[src/rtl/upmem_pkg.sv]
package upmem_pkg;

    localparam int ADDR_W = 16;
    localparam int MODE_W = 4;
    localparam logic [MODE_W-1:0] MODE_MASK  = 4'b1011;
    localparam logic [MODE_W-1:0] MODE_RESET = 4'h2;

    typedef logic [MODE_W-1:0] mode_t;

    typedef struct packed {
        logic              rom_rd;
        logic              ram_rd;
        logic              ram_we;
        logic              ram_aux;
        logic [ADDR_W-1:0] ram_addr;
    } route_t;

    function automatic logic mode_reads_rom(mode_t m);
        return m[0] ^ m[1];
    endfunction

    function automatic logic mode_writes_ok(mode_t m);
        return m[0];
    endfunction

    function automatic logic mode_bank1(mode_t m);
        return m[3];
    endfunction

    function automatic logic [7:0] flag_byte(logic f);
        return {f, 7'b0};
    endfunction

endpackage

[src/rtl/upmem_win_dec.sv]
module upmem_win_dec
    import upmem_pkg::*;
#(
    parameter logic [ADDR_W-1:0] CTL_BASE = 16'hC080
) (
    input  logic [ADDR_W-1:0] addr,
    input  logic              valid,
    output logic              hit,
    output mode_t             next_mode
);
    localparam int WIN_LSB = MODE_W;

    always_comb begin
        hit       = valid && (addr[ADDR_W-1:WIN_LSB] == CTL_BASE[ADDR_W-1:WIN_LSB]);
        next_mode = addr[MODE_W-1:0] & MODE_MASK;
    end
endmodule

[src/rtl/upmem_mode_reg.sv]
module upmem_mode_reg
    import upmem_pkg::*;
(
    input  logic  clk,
    input  logic  rst,
    input  logic  load,
    input  mode_t d,
    output mode_t q
);
    always_ff @(posedge clk) begin
        if (rst)
            q <= MODE_RESET;
        else if (load)
            q <= d;
    end
endmodule

[src/rtl/upmem_map.sv]
module upmem_map
    import upmem_pkg::*;
#(
    parameter logic [ADDR_W-1:0] REGION_BASE = 16'hD000,
    parameter logic [ADDR_W-1:0] BANKED_TOP  = 16'hE000,
    parameter logic [ADDR_W-1:0] BANK1_BASE  = 16'hC000
) (
    input  logic [ADDR_W-1:0] addr,
    input  logic              valid,
    input  logic              wr,
    input  logic              alt,
    input  mode_t             mode,
    output route_t            route
);
    localparam logic [ADDR_W-1:0] BANK_SHIFT = REGION_BASE - BANK1_BASE;

    logic in_region;
    logic in_banked;
    logic rd_rom;

    always_comb begin
        in_region = valid && (addr >= REGION_BASE);
        in_banked = (addr >= REGION_BASE) && (addr < BANKED_TOP);
        rd_rom    = mode_reads_rom(mode);

        route.rom_rd  = in_region && !wr && rd_rom;
        route.ram_rd  = in_region && !wr && !rd_rom;
        route.ram_we  = in_region && wr && mode_writes_ok(mode);
        route.ram_aux = alt && (route.ram_rd || route.ram_we);
        route.ram_addr = (in_banked && mode_bank1(mode)) ? (addr - BANK_SHIFT) : addr;
    end
endmodule

[src/rtl/upmem_ctrl.sv]
module upmem_ctrl
    import upmem_pkg::*;
#(
    parameter logic [15:0] CTL_BASE    = 16'hC080,
    parameter logic [15:0] REGION_BASE = 16'hD000,
    parameter logic [15:0] BANKED_TOP  = 16'hE000,
    parameter logic [15:0] BANK1_BASE  = 16'hC000
) (
    input  logic        clk,
    input  logic        rst,
    input  logic [15:0] cpu_addr,
    input  logic        cpu_valid,
    input  logic        cpu_wr,
    input  logic        alt_ram,
    output logic        rom_rd,
    output logic        ram_rd,
    output logic        ram_we,
    output logic        ram_aux,
    output logic [15:0] ram_addr,
    output logic        win_hit,
    output logic [7:0]  win_rdata,
    output logic [7:0]  bank_stat,
    output logic [7:0]  ram_stat,
    output logic [3:0]  mode_q
);
    mode_t  next_mode;
    mode_t  mode;
    route_t route;

    upmem_win_dec #(.CTL_BASE(CTL_BASE)) u_dec (
        .addr      (cpu_addr),
        .valid     (cpu_valid),
        .hit       (win_hit),
        .next_mode (next_mode)
    );

    upmem_mode_reg u_reg (
        .clk  (clk),
        .rst  (rst),
        .load (win_hit),
        .d    (next_mode),
        .q    (mode)
    );

    upmem_map #(
        .REGION_BASE (REGION_BASE),
        .BANKED_TOP  (BANKED_TOP),
        .BANK1_BASE  (BANK1_BASE)
    ) u_map (
        .addr  (cpu_addr),
        .valid (cpu_valid),
        .wr    (cpu_wr),
        .alt   (alt_ram),
        .mode  (mode),
        .route (route)
    );

    always_comb begin
        rom_rd    = route.rom_rd;
        ram_rd    = route.ram_rd;
        ram_we    = route.ram_we;
        ram_aux   = route.ram_aux;
        ram_addr  = route.ram_addr;
        win_rdata = 8'h00;
        bank_stat = flag_byte(!mode_bank1(mode));
        ram_stat  = flag_byte(!mode_reads_rom(mode));
        mode_q    = mode;
    end
endmodule

[config.mk]
export PLATFORM = sky130hd
export DESIGN_NAME = upmem_ctrl
export DESIGN_NICKNAME = d
export VERILOG_FILES = /design/src/rtl/upmem_pkg.sv /design/src/rtl/upmem_win_dec.sv /design/src/rtl/upmem_mode_reg.sv /design/src/rtl/upmem_map.sv /design/src/rtl/upmem_ctrl.sv
export SDC_FILE = /design/constraint.sdc
export NUM_CORES = 1
export LEC_CHECK = 0
export CAP_MARGIN = 20
export CORE_UTILIZATION = 27
export CTS_CLUSTER_SIZE = 25
export DETAILED_ROUTE_END_ITERATION = 8
export GPL_ROUTABILITY_DRIVEN = 0
export PLACE_DENSITY_LB_ADDON = 0.1
export SYNTH_ARGS = -nofsm -noshare
export SYNTH_HDL_FRONTEND = slang
export SYNTH_HIERARCHICAL = 1
export SYNTH_SLANG_ARGS = --single-unit
[constraint.sdc]
create_clock -name clk -period 1.25 [get_ports clk]
set_clock_uncertainty 0.2 [all_clocks]
set_input_delay 0.125 -clock clk [delete_from_list [all_inputs] [get_ports clk]]
set_output_delay 0.125 -clock clk [all_outputs]
set_load 0.03 [all_outputs]
==> results_dict.tcl, run 1 <==
set metrics [dict create \
    cts_tree "built" \
    crit_type "input pin to output port" \
    cts_hold_buf 0 \
    r2r.worst_path.cells 3 \
    path_delay_family "simple AND/OR/NAND/NOR gates" \
    grt_pass1_wl_mm 2.93 \
    r2r-end "u_reg/q[1]" \
    cts.reportedPaths.clkPinSlew_ns 0.04 \
    synth_common_cells "buf_4, nor2_1, nand2_1" \
    ys.flop_type "dfxtp_1" \
    drive_above_1_share_pct 61.3 \
    crit_path_start_kind "input pin" \
    hold_viol 0 \
    cts_buffers 3 \
    crit_slowest_cell "a21bo_4" \
    synth.avg_cell_area_um2 7.75 \
    die_w_um 53.1 \
    rsz0062_at_grt "true" \
    crit_required_ns 0.93 \
    maxSlewViolCount 0 \
    p_sw_share_pct 42.0 \
    antenna_found_initial 0 \
    rows 18 \
    cts_buffer_depth 2 \
    start_util_pct 28.5 \
    wl_per_cell_um 10.1 \
    num_vias 701 \
    crit_chain "buf_12 > inv_16 > ha_4 > nor4b_4 > nand4_1 > buf_4 > a21bo_4 > nor3b_4 > buf_6" \
    irDropWorstVdd_mv 0.355 \
    power.clock.fraction_pct 24.6 \
    min_path_cells 4 \
    numClockSinks 4 \
    dieArea_um2 2820 \
    drv_cap 0 \
    combPwrFrac_pct 55.9 \
    worstSkewPairLatency_ns 0.23 \
    ys_async_sr_fraction_pct 0 \
    reg2reg_slack_ns 0.14 \
    layout_min_cycle_time_ns 1.80 \
    grt_pass1_vias 674 \
    synth_cells 91 \
    period_share_pct 144 \
    cp_max_fo 4 \
    cp_num_buf_inv 4 \
    io_pins 70 \
    p_sw_w 0.000276 \
    drtAntennaViolNets 0 \
    core_area_um2 2480 \
    detail_route.vias_per_cell 3.89 \
    cp.arrival_ns 1.47 \
    holdWs_ns 0.0830 \
    status "finished with violations" \
    p_int_w 0.000381 \
    fp.dieH_um 53.1 \
    grt.overflow.total 0 \
    fin_area_um2 1300 \
    power_density_nw_per_um2 504 \
    netlist.area_leader.share_pct 40.4 \
    insertedDiodeCount 0 \
    largest_reg_flops 4 \
    min_from "cpu_addr[0]" \
    leakagePower_nw 0.659 \
    top_regs "u_reg/q x4" \
    r2r-start "u_reg/q[1]" \
    seqPwrFrac_pct 19.5 \
    seq_area_frac_synth_pct 11.3 \
    grt_start_max_net_pins 6 \
    violations "setup timing" \
    final_nets 175 \
    ys_types 32 \
    netlist_top_cells_area "buf_4, dfxtp_1, mux2i_1" \
    hold_class "input pin to flip-flop" \
    setup_ws_ns -0.547 \
    yosys_warnings 6 \
    htreeDepth 1 \
    regMostFlops "u_reg/q" \
    fmax_mhz 556 \
    drc 0 \
    place_hpwl_mm 1.63 \
    dp_slack_ns -1.10 \
    synth_edf_count 0 \
    cts_root_buffer "clkbuf_4" \
    setup_viol 13 \
    yosys.area.top_type "buf_4" \
    place_area_um2 1180 \
    endpoint_kind "output port" \
    portBuffers 47 \
    drtPass1Iterations 3 \
    wirelength_mm 1.81 \
    area_growth_pct 84.8 \
    synth_most_common_cell "buf_4" \
    syn_area_um2 706 \
    worstHoldEndpoint "u_reg/q[0]" \
    cpPeakStageDelay_ns 0.24 \
    drtIter0Drc 2 \
    synth_seq_cells 4 \
    grt_use_total_pct 14.3 \
]
==> cell usage in the layout, fill, tap and decap left out, types with 2 or more instances in the layout <==
master / synthesis / layout
buf_4: 38 / 42
conb_1: 2 / 23
nor2_2: 0 / 2
mux2i_1: 3 / 3
nor4_2: 1 / 2
nor2_1: 7 / 5
nand2_1: 5 / 4
dlygate4sd2_1: 0 / 4
xor2_1: 2 / 2
inv_1: 4 / 2
buf_6: 0 / 14
clkbuf_4: 0 / 3
dfxtp_2: 0 / 3
xnor2_2: 0 / 2
clkdlybuf4s50_1: 0 / 3
clkdlybuf4s15_1: 0 / 3
clkbuf_2: 1 / 7
==> kinds of logic after synthesis <==
group | Yosys count | synth area share (%)
mux | 3 | 4.26
buf+inv | 44 | 43.8
fa+ha+maj | 2 | 3.55
other cells | 2 | 1.06
xor+xnor | 4 | 4.97
compound gates | 6 | 6.56
simple gates | 26 | 24.5
flops | 4 | 11.3
==> stage by stage <==
stage / total power [W] / cells / TNS, ns / utilization, %
CTS: 0.000670 / 181 / -5.01 / 53.1
global route: 0.000701 / 180 / -4.50 / 52.6
floorplan: 0.000403 / 112 / -2.25 / -
detailed placement: 0.000494 / 173 / -10.87 / 47.7
finish: 0.000657 / 180 / -3.60 / 52.6
global placement: 0.000494 / 173 / -10.84 / 47.7
==> power by group through the flow <==
stage	Sequential (W)	Clock (W)	Combinational (W)
final	0.000128	0.000162	0.000367
after detailed placement	0.000130	0	0.000364
after global placement	0.000130	0	0.000363
after global routing	0.000128	0.000180	0.000392
after floorplan	0.000130	0	0.000272
after CTS	0.000128	0.000173	0.000369
==> area by class of cell <==
| class | count | area [um^2] |
|---|---|---|
| clock buffer | 3 | 22.5 |
| fill | 245 | 1170 |
| inverter | 4 | 31.3 |
| multi-input combinational | 64 | 493 |
| sequential | 4 | 83.8 |
| tap | 30 | 37.5 |
| timing repair buffer | 75 | 636 |
==> worst max-delay path by stage <==
stage | from | endpoint | cells after the start
2_1_floorplan | cpu_addr[13] | rom_rd | 6
3_3_place_gp | cpu_addr[13] | ram_addr[14] | 8
3_5_place_dp | cpu_addr[13] | ram_addr[14] | 8
4_1_cts | cpu_addr[13] | rom_rd | 10
5_1_grt | cpu_addr[13] | rom_rd | 9
6_report | cpu_addr[13] | rom_rd | 9
==> worst reg2reg max path, cell delays in order (launching register included) <==
cell and delay (ns):
dfxtp_2 0.32, buf_6 0.12, nor2b_2 0.14, a211o_1 0.21
==> what timing repair did <==
action,in CTS,in global routing
setup buffers,5,0
gates resized for setup,48,29
pin swaps,13,15
hold endpoints to repair,0,0
endpoints found under the setup margin,13,14
==> per-layer routing <==
metal / track usage (%) / routed length [um]
met3: 3.16 / 118
met5: 0 / 0
met1: 15.9 / 749
met4: 3.95 / 16
met2: 26.8 / 928
No activity file was read; power rests on OpenSTA's default activity.
==> inputs of run 2 (changes only) <==
SLEW_MARGIN = 40   (was not set)
==> results of run 2 <==
Same layout as run 1: the final DEF is identical, and so are final timing and power.
==> inputs of run 3 (changes only) <==
CTS_BUF_LIST = sky130_fd_sc_hd__clkbuf_4   (was not set)
==> results of run 3 <==
Same layout as run 1: the final DEF is identical, and so are final timing and power.
